<file path="src/rtl/dpp_pkg.sv">
package dpp_pkg;
  localparam int LANES  = 4;
  localparam int SYM_W  = 10;
  localparam int NSYM   = 8;
  localparam int PH_W   = $clog2(NSYM);
  localparam int PAT_W  = NSYM * SYM_W;
  localparam int NBYTES = PAT_W / 8;
  localparam int ADDR_W = 3;
  localparam int DATA_W = 30;
  localparam int LFSR_W = 7;

  localparam logic [ADDR_W-1:0] A_MODE  = 3'd0;
  localparam logic [ADDR_W-1:0] A_SYMA  = 3'd1;
  localparam logic [ADDR_W-1:0] A_SYMB  = 3'd2;
  localparam logic [ADDR_W-1:0] A_SYMC  = 3'd3;
  localparam logic [ADDR_W-1:0] A_TRAIN = 3'd4;
  localparam logic [ADDR_W-1:0] A_BYTE  = 3'd5;
  localparam logic [ADDR_W-1:0] A_LINK  = 3'd6;

  typedef struct packed {
    logic             bypass;
    logic             prbs_en;
    logic             prbs_sel;
    logic [LANES-1:0] lane_sel;
    logic [1:0]       tp_idx;
    logic             trained;
    logic [PAT_W-1:0] syms;
  } cfg_t;
endpackage

</file>
<file path="src/rtl/dpp_regs.sv">
module dpp_regs
  import dpp_pkg::*;
(
  input  logic              clk,
  input  logic              rst_n,
  input  logic              we,
  input  logic [ADDR_W-1:0] addr,
  input  logic [DATA_W-1:0] wdata,
  input  logic              fire,
  output cfg_t              live,
  output logic [PH_W-1:0]   phase,
  output logic              seed
);
  localparam int SEG3 = 3 * SYM_W;
  localparam int SEG2 = 2 * SYM_W;

  cfg_t shadow;
  logic commit;
  logic [3:0] byte_idx;

  assign byte_idx = wdata[11:8];
  assign commit = !live.bypass || (fire && phase == PH_W'(NSYM-1));
  assign seed = commit && shadow.prbs_en &&
                (!live.prbs_en || (shadow.prbs_sel != live.prbs_sel));

  // shadow register set, written by the control port
  always_ff @(posedge clk or negedge rst_n) begin
    if (!rst_n) begin
      shadow <= '0;
    end else if (we) begin
      case (addr)
        A_MODE: begin
          shadow.bypass   <= wdata[0];
          shadow.prbs_en  <= wdata[1];
          shadow.prbs_sel <= wdata[2];
          shadow.lane_sel <= wdata[4 +: LANES];
        end
        A_SYMA: shadow.syms[0      +: SEG3] <= wdata[SEG3-1:0];
        A_SYMB: shadow.syms[SEG3   +: SEG3] <= wdata[SEG3-1:0];
        A_SYMC: shadow.syms[2*SEG3 +: SEG2] <= wdata[SEG2-1:0];
        A_TRAIN: begin
          shadow.tp_idx  <= wdata[1:0];
          shadow.bypass  <= 1'b0;
          shadow.prbs_en <= 1'b0;
          shadow.trained <= 1'b0;
        end
        A_BYTE: begin
          if (32'(byte_idx) < NBYTES)
            shadow.syms[byte_idx*8 +: 8] <= wdata[7:0];
        end
        A_LINK: shadow.trained <= wdata[0];
        default: ;
      endcase
    end
  end

  // live set and symbol phase
  always_ff @(posedge clk or negedge rst_n) begin
    if (!rst_n) begin
      live  <= '0;
      phase <= '0;
    end else begin
      if (commit)
        live <= shadow;
      if (!live.bypass)
        phase <= '0;
      else if (fire)
        phase <= phase + 1'b1;
    end
  end


  live_hold_chk: assert property (@(posedge clk) disable iff (!rst_n)
    (live.bypass && !(fire && phase == PH_W'(NSYM-1))) |=> $stable(live));


  phase_hold_chk: assert property (@(posedge clk) disable iff (!rst_n)
    (live.bypass && !fire) |=> $stable(phase));
endmodule

</file>
<file path="src/rtl/dpp_prbs.sv">
module dpp_prbs
  import dpp_pkg::*;
#(
  parameter logic [LFSR_W-1:0] SEED = '1
) (
  input  logic             clk,
  input  logic             rst_n,
  input  logic             seed,
  input  logic             advance,
  output logic [SYM_W-1:0] sym
);
  logic [LFSR_W-1:0] lfsr, nxt;

  // ten serial steps of x^7 + x^6 + 1 per symbol, LSB first
  always_comb begin
    logic [LFSR_W-1:0] s;
    logic b;
    s = lfsr;
    sym = '0;
    for (int j = 0; j < SYM_W; j++) begin
      b = s[6] ^ s[5];
      sym[j] = b;
      s = {s[5:0], b};
    end
    nxt = s;
  end

  always_ff @(posedge clk or negedge rst_n) begin
    if (!rst_n)       lfsr <= SEED;
    else if (seed)    lfsr <= SEED;
    else if (advance) lfsr <= nxt;
  end


  lfsr_nonzero_chk: assert property (@(posedge clk) disable iff (!rst_n)
    lfsr != '0);
endmodule

</file>
<file path="src/rtl/dpp_lane.sv">
module dpp_lane
  import dpp_pkg::*;
#(
  parameter int               LANE_IDX = 0,
  parameter logic [SYM_W-1:0] MARKER   = 10'h17C
) (
  input  cfg_t             live,
  input  logic [PH_W-1:0]  phase,
  input  logic [SYM_W-1:0] prbs_sym,
  output logic [SYM_W-1:0] sym
);
  logic [SYM_W-1:0] stored;
  assign stored = live.syms[phase*SYM_W +: SYM_W];

  always_comb begin
    if (!live.bypass)
      sym = '0;
    else if (live.lane_sel[LANE_IDX])
      sym = stored;
    else if (live.prbs_en)
      sym = (live.prbs_sel && phase == PH_W'(NSYM-1)) ? MARKER : prbs_sym;
    else
      sym = '0;
  end
endmodule

</file>
<file path="src/rtl/dp_phy_patgen.sv">
module dp_phy_patgen
  import dpp_pkg::*;
#(
  parameter logic [SYM_W-1:0]  MARKER = 10'h17C,
  parameter logic [LFSR_W-1:0] SEED   = 7'h7F
) (
  input  logic                   clk,
  input  logic                   rst_n,
  input  logic                   cfg_we,
  input  logic [ADDR_W-1:0]      cfg_addr,
  input  logic [DATA_W-1:0]      cfg_wdata,
  output logic                   sym_valid,
  input  logic                   sym_ready,
  output logic [LANES*SYM_W-1:0] sym_data,
  output logic [1:0]             train_sel,
  output logic                   link_trained
);
  cfg_t             live;
  logic [PH_W-1:0]  phase;
  logic             seed, fire;
  logic [SYM_W-1:0] prbs_sym;

  assign sym_valid    = live.bypass;
  assign fire         = sym_valid && sym_ready;
  assign train_sel    = live.tp_idx;
  assign link_trained = live.trained;

  dpp_regs u_regs (
    .clk(clk), .rst_n(rst_n), .we(cfg_we), .addr(cfg_addr),
    .wdata(cfg_wdata), .fire(fire), .live(live), .phase(phase), .seed(seed)
  );

  dpp_prbs #(.SEED(SEED)) u_prbs (
    .clk(clk), .rst_n(rst_n), .seed(seed),
    .advance(fire && live.prbs_en), .sym(prbs_sym)
  );

  for (genvar l = 0; l < LANES; l++) begin : g_lane
    dpp_lane #(.LANE_IDX(l), .MARKER(MARKER)) u_lane (
      .live(live), .phase(phase), .prbs_sym(prbs_sym),
      .sym(sym_data[l*SYM_W +: SYM_W])
    );
  end


  idle_quiet_chk: assert property (@(posedge clk) disable iff (!rst_n)
    !sym_valid |-> sym_data == '0);


  stall_hold_chk: assert property (@(posedge clk) disable iff (!rst_n)
    (sym_valid && !sym_ready) |=> (sym_valid && $stable(sym_data)));
endmodule

</file>
<file path="config.mk">
export PLATFORM = sky130hd
export DESIGN_NAME = dp_phy_patgen
export DESIGN_NICKNAME = d
export VERILOG_FILES = /design/src/rtl/dpp_pkg.sv /design/src/rtl/dpp_regs.sv /design/src/rtl/dpp_prbs.sv /design/src/rtl/dpp_lane.sv /design/src/rtl/dp_phy_patgen.sv
export SDC_FILE = /design/constraint.sdc
export NUM_CORES = 1
export LEC_CHECK = 0
export BUFFER_PORTS_ARGS = -buffer_cell sky130_fd_sc_hd__buf_4
export CORE_MARGIN = 5
export CORE_UTILIZATION = 59
export CTS_BUF_LIST = sky130_fd_sc_hd__clkbuf_16
export CTS_CLUSTER_SIZE = 10
export DETAILED_ROUTE_END_ITERATION = 8
export PLACE_DENSITY = 0.79
export SLEW_MARGIN = 20
export SYNTH_ARGS = -nofsm -noshare
export SYNTH_HDL_FRONTEND = slang
export SYNTH_SLANG_ARGS = --single-unit
</file>
<file path="constraint.sdc">
create_clock -name clk -period 4.22 [get_ports clk]
set_input_delay 1.266 -clock clk [delete_from_list [all_inputs] [get_ports clk]]
set_output_delay 1.266 -clock clk [all_outputs]
set_load 0.1 [all_outputs]
</file>
# --- Yosys cells after proc, flatten, opt, wreduce, memory -nomap -nowiden ---
# Cells that the tools add are included.
# W data, S select, Z words.
word_totals:
  reg_bits: 190
  latchBits: 0
  ramBits: 0
  romBits: 0
  inputBits: 37
  elab_cells: 90
  memories: 0
op_classes:
  add_sub_neg: 2
  multipliers: 1
  n_div: 0
  n_lt_le_gt_ge: 1
  eq_ne: 10
  n_shift: 3
  n_mux: 21
  bitwise: 10
  n_reduce_logical: 24
ops:
  columns: ["cell", "n"]
  rows:
  - ["$pmux W30 S2", 2]
  - ["$mux W10", 10]
  - ["$bwmux W80", 1]
  - ["$mux W80", 1]
  - ["$shift A8 B34 Y80 const A", 1]
  - ["$shiftx A8 B34 Y80", 1]
  - ["$shiftx A80 B8 Y10", 1]
  - ["$pmux W20 S2", 1]
  - ["$neg A7 Y34", 1]
  - ["$mux W7", 2]
  - ["$eq A3 B3 Y1 const B", 4]
  - ["$reduce_bool A2 Y1", 6]
  - ["$xor A1 B1 Y1", 10]
  - ["$reduce_and A3 Y1", 3]
  - ["$reduce_and A2 Y1", 4]
  - ["$eq A3 B2 Y1 const B", 2]
  - ["$logic_and A1 B1 Y1", 6]
  - ["$mul A3 B3 Y6 const B", 1]
  - ["$mux W3", 2]
  - ["$lt A4 B4 Y1 const B", 1]
  - ["$pmux W2 S2", 1]
  - ["$add A3 B1 Y3 const B", 1]
  - ["$eq A3 B1 Y1 const B", 1]
  - ["$logic_not A3 Y1", 1]
  - ["other kinds (6)", 8]

# --- Logic depth before layout (Yosys ltp) ---
# Gate-level depths: netlist of run 1.
logic_depth:
  ltp_word: 6
  ltp_mapped: 10
  depth_no_buf: 7

# --- Hierarchy ---
# Synthesis of run 1 repeated with hierarchy kept, for this count alone.
hier_totals:
  hier_cells: 1079
  hier_area_um2: 12340.6
modules_own_cells:
  columns: ["mod", "n_inst", "cells_per_inst", "area_per_inst_um2"]
  rows:
  - ["dpp_regs", 1, 643, 8304.2]
  - ["dpp_lane", 4, 100, 904.6]
  - ["dpp_prbs", 1, 34, 405.4]
  - ["dp_phy_patgen", 1, 2, 12.5]

# --- Least setup slack after synthesis of run 1 ---
# OpenSTA, ideal clock, no wires.
synth_path:
  kind: "register to output"
  from: "register, netlist name u_regs.live[89]"
  to: "output sym_data[16]"
  arrival_ps: 2877
  slack_ps: 77
  stages_incl_launch_ff: 4
  path_cell_list: "dfrtp_1 -> clkbuf_1 -> nand2_1 -> mux2i_1"
synth_between:
  elab_chain_len: 1
synth_rtl:
  columns: ["element", "line_no", "rtl"]
  rows:
  - ["$mux W10", "dpp_lane.sv:16", "if (!live.bypass)"]
  - ["end: declaration", "dp_phy_patgen.sv:14", "output logic [LANES*SYM_W-1:0] sym_data,"]
# Every way passes these cells.

# --- Worst setup path in the final report of run 1 ---
layout_path:
  from: "register u_regs.phase[1]"
  to: "output sym_data[8]"
layout_between:
  elab_chain_len: 6
  word_cells_on_any_way: 8
  classes_between: "1 x mul; 1 x eq/ne; 1 x shift; 4 x mux; 1 x reduce/logical"
layout_rtl:
  columns: ["element", "line_no", "rtl"]
  rows:
  - ["start: declaration", "dpp_regs.sv:11", "output logic [PH_W-1:0] phase,"]
  - ["start signal: assignment", "dpp_regs.sv:68", "phase <= phase + 1'b1;"]
  - ["branches (longest 4 deep; another with $mul A3 B3 Y6)", null, null]
  - ["$mux W10 (*)", "dpp_lane.sv:18", "else if (live.lane_sel[LANE_IDX])"]
  - ["$mux W10 (*)", "dpp_lane.sv:16", null]
# Every way passes the cells marked *.

==> results of run 1 <==
-- cell type report --
class	count	area (um2)
clock inverters	15	149
inverters	10	37.5
multi-input cells	596	4710
flip-flops and latches	190	4760
clock buffers	17	425
fillers	1226	5330
repair buffers	97	776
well taps	220	275
-- worst max-delay path, cell delays in order, from the launching register on --
cell     delay [ns]
dfrtp_1        0.34
buf_6          0.30
ha_1           0.22
ha_1           0.22
and2_1         0.27
o21ai_0        0.21
o21ai_0        0.20
and2_1         0.16
buf_4          0.29
-- cell families (layout without fill, tap and decap cells) --
| kind of cell | count (synthesis) | after routing |
|---|---|---|
| AOI/OAI and AO/OA | 173 | 173 |
| xor gates and xnor gates | 15 | 15 |
| adders and majority gates | 7 | 7 |
| buffers and inverters | 74 | 139 |
| DFF | 190 | 190 |
| muxes | 180 | 180 |
| and+or+nand+nor | 221 | 221 |
-- cells in the final DEF, fill, tap and decap left out, types with 20 or more instances in the layout --
| cell type | count |
|---|---|
| nand2_1 | 98 |
| a21oi_1 | 30 |
| mux2_1 | 21 |
| and2_1 | 42 |
| buf_4 | 92 |
| mux2_2 | 119 |
| nor2_1 | 29 |
| o21ai_0 | 59 |
| mux4_2 | 20 |
| dfrtp_1 | 183 |
| o21ai_1 | 31 |
-- per-stage QoR --
step | hold slack [ns] | setup slack, ns | cell area (um2)
after detailed placement | 0.453 | 0.520 | 10600
after global routing | 0.501 | 0.0663 | 11100
final | 0.465 | 0.300 | 11100
after CTS | 0.468 | 0.174 | 11100
after global placement | 0.450 | 0.579 | 10600
after floorplan | 0.439 | 0.0774 | 9830
-- flip-flops by register name, indices dropped and copies added, names as in the netlist --
name,count
u_prbs.lfsr,7
u_regs.live,90
u_regs.phase,3
u_regs.shadow,90
-- path summary, 6_finish.rpt --
check,from,to,slack [ns]
worst max-delay path,u_regs.phase[1],sym_data[8],0.30
worst min-delay path,u_regs.shadow[89],u_regs.live[89],0.46
worst max register to register,u_regs.phase[1],u_regs.live[16],1.92
worst min register to register,u_regs.shadow[89],u_regs.live[89],0.46
max in group asynchronous,rst_n,u_prbs.lfsr[2],2.49
min in group asynchronous,rst_n,u_regs.live[8],0.88
-- routing by layer --
| layer | vias to the layer above | share of wire (%) |
|---|---|---|
| met1 | 3499 | 43 |
| li1 | 3141 | - |
| met2 | 276 | 48 |
| met3 | 51 | 6.5 |
| met4 | 0 | 3.1 |
| met5 | - | 0 |
==> flow_metrics.py, run 1 <==
metrics = {
    "synthesis": {
        "yosys-top-cells-count": "dfrtp_1, mux2_2, nand2_1",
        "synth_cells": 860,
        "syn_avg_cell_area_um2": 11.4,
        "yosys.area_share.simple_pct": 11.6,
        "synth.top_cell.area_share_pct": 46.6,
        "syn_nets": 904,
        "async_flop_share_pct": 100,
        "muxShareOfSynthArea_pct": 22.9,
        "synthesis.area_um2": 9830,
        "synth_compound_area_share_pct": 10.9,
        "synth_adder_area_share_pct": 0.891,
        "yosys_warnings": 0,
        "synth_edf_count": 0,
        "synth_cell_types": 67,
        "synth_ff_type": "dfrtp_1",
        "synth_top_family_by_area": "multiplexers",
        "ys_seq_area_share_pct": 48.4,
        "netlist_top_cells_area": "dfrtp_1, mux2_2, mux4_2, nand2_1, o21ai_0",
        "ys_ff_latch": 190,
        "yosysTopAreaCell": "dfrtp_1",
        "yosysMostFrequentCell": "dfrtp_1",
        "synth_xor_area_share_pct": 1.60,
    },
    "cts": {
        "clkLatencyLatePin_ns": 0.43,
        "htree_num_levels": 4,
        "cts_buffers": 17,
        "cts_hold_buf": 0,
        "postCtsSetupBuffers": 0,
        "cts.sink_count": 190,
        "clockBufferDepth": 2,
        "cts_root_buf": "clkbuf_16",
        "clkSlewWorstSetupHoldPaths_ns": 0.06,
        "cts_tree": "yes",
        "cts_resized": 0,
    },
    "floorplanning": {
        "die_h_um": 139,
        "io_pins": 81,
        "fp.dieArea_um2": 19300,
        "start_util_pct": 59.7,
        "fp.coreArea_um2": 16500,
        "die_x_um": 139,
        "rows": 47,
    },
    "placed_design": {
        "hpwl_mm": 17.4,
        "dp.cells": 1113,
        "port_buffers": 80,
        "gp_congestion": 0.983,
    },
    "grt": {
        "grt_pass1_vias": 6951,
        "gr-total-overflow": 0,
        "grt_max_degree": 93,
        "grt_util_met3_pct": 5.34,
        "grt_usage_pct": 26.5,
        "grt_pass1_wl_mm": 39.9,
        "grt_use_met1_pct": 37.0,
        "gr-max-usage-layer": "met2",
        "antenna_found_initial": 0,
        "grt_use_met2_pct": 41.4,
    },
    "timing": {
        "min_period_over_period_pct": 92.9,
        "fin_setup_tns_ns": 0,
        "max_freq_mhz": 255,
        "rsz0062_at_grt": "false",
        "relSlewSlack_pct": 49.8,
        "final-hold-violation-count": 0,
        "maxSlewViolCount": 0,
        "setup_viol": 0,
        "period_minus_slack_ns": 3.92,
        "clock_skew_ns": 0.0103,
        "tightest_slew_ns": 0.754,
    },
    "drt": {
        "drt-wirelength-per-cell_um": 21.6,
        "routed_wl_mm": 24.8,
        "drt_iter0_drc": 638,
        "vias_per_cell": 6.08,
        "remaining_drc_errors": 0,
        "dr_total_vias": 6967,
        "ant_nets": 0,
        "first_pass_iters": 5,
    },
    "critical_path": {
        "cp-start-kind": "flop",
        "worstRegToRegCells": 6,
        "critical_path_arrival_ns": 2.65,
        "crit_fanout": 22,
        "worstSetupPathType": "flop to output port",
        "critPathCaptureType": "output port",
        "cp.required_ns": 2.95,
    },
    "worst_hold_path": {
        "hp-class": "flop to flop",
        "holdPathStages": 1,
    },
    "finish": {
        "diodes": 0,
        "layoutNonFillerInstCount": 1145,
        "area_delta_synth_final_pct": 13.3,
        "fin_util_pct": 67.6,
        "drive_gt1_share_pct": 32.9,
        "nNetsFinal": 956,
    },
    "status": {
        "status": "finished, final reports clean",
    },
    "flow_run": {
        "drv_cap": 0,
    },
}
Power of run 1 is not shown: default switching activity piles up to over one toggle a cycle in this logic, so the estimate is an artifact.
==> run 2, diff against run 1 <==
--- a/config.mk
+++ b/config.mk
@@ -6,12 +6,15 @@
 export NUM_CORES = 1
 export LEC_CHECK = 0
 export BUFFER_PORTS_ARGS = -buffer_cell sky130_fd_sc_hd__buf_4
+export CELL_PAD_IN_SITES_DETAIL_PLACEMENT = 0
+export CELL_PAD_IN_SITES_GLOBAL_PLACEMENT = 1
 export CORE_MARGIN = 5
-export CORE_UTILIZATION = 59
+export CORE_UTILIZATION = 52
 export CTS_BUF_LIST = sky130_fd_sc_hd__clkbuf_16
 export CTS_CLUSTER_SIZE = 10
 export DETAILED_ROUTE_END_ITERATION = 8
-export PLACE_DENSITY = 0.79
+export GPL_TIMING_DRIVEN = 0
+export PLACE_DENSITY = 0.85
 export SLEW_MARGIN = 20
 export SYNTH_ARGS = -nofsm -noshare
 export SYNTH_HDL_FRONTEND = slang
==> run 2 against run 1 <==
Flip-flop and latch count stayed put. Register-to-register slack barely moved. Worst setup slack worse by 0.029 ns. Maximum frequency decreased by 0.74%. Global-route usage is essentially flat. Clock skew increased by 0.00079 ns. Critical path depth is 1 lower. Via count increased by 2.4%. Die area increased by 12%. Wire length grew 14%.
==> flow_metrics.py, run 2 (synthesis results as in run 1) <==
metrics = {
    "status": {
        "status": "finished, final reports clean",
    },
    "cts": {
        "clkSlewWorstSetupHoldPaths_ns": 0.07,
        "htree_num_levels": 4,
        "clkLatencyLatePin_ns": 0.43,
        "cts_root_buf": "clkbuf_16",
        "cts_hold_buf": 0,
        "cts_buffers": 17,
        "clockBufferDepth": 2,
        "cts.sink_count": 190,
        "cts_tree": "yes",
    },
    "flow_run": {
        "drv_cap": 0,
    },
    "drt": {
        "routed_wl_mm": 28.1,
        "first_pass_iters": 5,
        "remaining_drc_errors": 0,
        "ant_nets": 0,
        "drt_iter0_drc": 488,
        "vias_per_cell": 5.96,
        "dr_total_vias": 7134,
        "drt-wirelength-per-cell_um": 23.5,
    },
    "critical_path": {
        "worstSetupPathType": "flop to output port",
        "path_cells": "buf_6 > mux4_2 > mux2_2 > nand2_1 > o21ai_0 > and2_1 > buf_4",
        "crit_buf_inv": 2,
        "cp.required_ns": 2.95,
        "crit_fanout": 10,
        "cp_slowest_cell": "mux4_2",
        "max_stage_delay_ns": 0.58,
        "critPathCaptureType": "output port",
        "critical_path_arrival_ns": 2.68,
        "crit_family": "multiplexers",
        "cp-start-kind": "flop",
    },
    "timing": {
        "relSlewSlack_pct": 31.2,
        "rsz0062_at_grt": "false",
        "max_freq_mhz": 253,
        "final-hold-violation-count": 0,
        "fin_setup_tns_ns": 0,
        "period_minus_slack_ns": 3.95,
        "clock_skew_ns": 0.0111,
        "setup_viol": 0,
        "min_period_over_period_pct": 93.6,
        "maxSlewViolCount": 0,
        "tightest_slew_ns": 1.02,
    },
    "grt": {
        "grt_use_met2_pct": 41.5,
        "grt_max_degree": 69,
        "grt_usage_pct": 26.4,
        "gr-total-overflow": 0,
        "grt_use_met1_pct": 37.9,
        "antenna_found_initial": 0,
        "grt_pass1_vias": 7113,
        "gr-max-usage-layer": "met2",
        "grt_pass1_wl_mm": 43.4,
        "grt_util_met3_pct": 4.08,
    },
    "finish": {
        "nNetsFinal": 994,
        "drive_gt1_share_pct": 32.2,
        "largestRegisters": "u_regs.live (90), u_regs.shadow (90), u_prbs.lfsr (7)",
        "final_cell_mix": "dfrtp_1, mux2_2, nand2_1",
        "final_common_cell": "dfrtp_1",
        "area_delta_synth_final_pct": 14.7,
        "diodes": 0,
    },
    "placed_design": {
        "port_buffers": 69,
        "gp_congestion": 0.980,
        "hpwl_mm": 20.9,
    },
    "floorplanning": {
        "io_pins": 81,
        "die_h_um": 148,
        "start_util_pct": 52.7,
        "die_x_um": 148,
        "fp.coreArea_um2": 18600,
        "fp.dieArea_um2": 21800,
        "rows": 50,
    },
    "worst_hold_path": {
        "hp-class": "flop to flop",
    },
}
==> run 2: area by class of cell <==
cell class,instances,area [um2]
Buffer,64,334
Clock buffer,17,425
Clock inverter,14,141
Fill cell,1584,7370
Inverter,10,37.5
Multi-Input combinational cell,596,4700
Sequential cell,190,4760
Tap cell,234,293
Timing Repair Buffer,71,581
==> run 2: metrics by stage <==
stage	util (%)	instance area, um2	hold slack (ns)	setup WS [ns]	std cells
after floorplan	-	9830	0.439	0.0774	860
after global placement	57.1	10600	0.460	0.502	1163
after detailed placement	57.4	10700	0.470	0.516	1165
after CTS	60.5	11300	0.485	0.0545	1196
after global routing	60.5	11300	0.507	0.176	1196
final	60.5	11300	0.482	0.271	1196
==> run 2: per-layer routing <==
layer | part of all wire (%) | vias up | routed length (um)
met1 | 45 | 3584 | 12600
met3 | 6.2 | 50 | 1750
li1 | - | 3225 | -
met2 | 47 | 275 | 13100
met5 | 0 | - | 0
met4 | 2.6 | 0 | 731
==> run 2: worst paths after layout <==
check	slack (ns)	start	cells after the start	end
worst max register to register	1.93	u_regs.phase[1]	6	u_regs.live[72]
worst min register to register	0.48	u_regs.shadow[14]	2	u_regs.shadow[14]
max in group asynchronous	2.44	rst_n	3	u_regs.shadow[2]
worst max-delay path	0.27	u_regs.phase[1]	7	sym_data[20]
min in group asynchronous	0.76	rst_n	1	u_regs.live[71]
worst min-delay path	0.48	u_regs.shadow[14]	2	u_regs.shadow[14]
==> run 2: worst reg2reg max path: stages (launching register included) <==
cell and delay, ns:
dfrtp_1 0.44, ha_1 0.21, ha_1 0.21, a21boi_0 0.15, clkbuf_1 0.32, buf_2 0.43
mux2_2 0.41
==> run 2: repair_timing <==
item | in CTS | in global routing
buffers inserted | 0 | 0
resized for setup | 0 | 4
hold endpoints to repair | 0 | 0
endpoints found under the setup margin | 0 | 5
Power of run 2 is left out for the same reason.
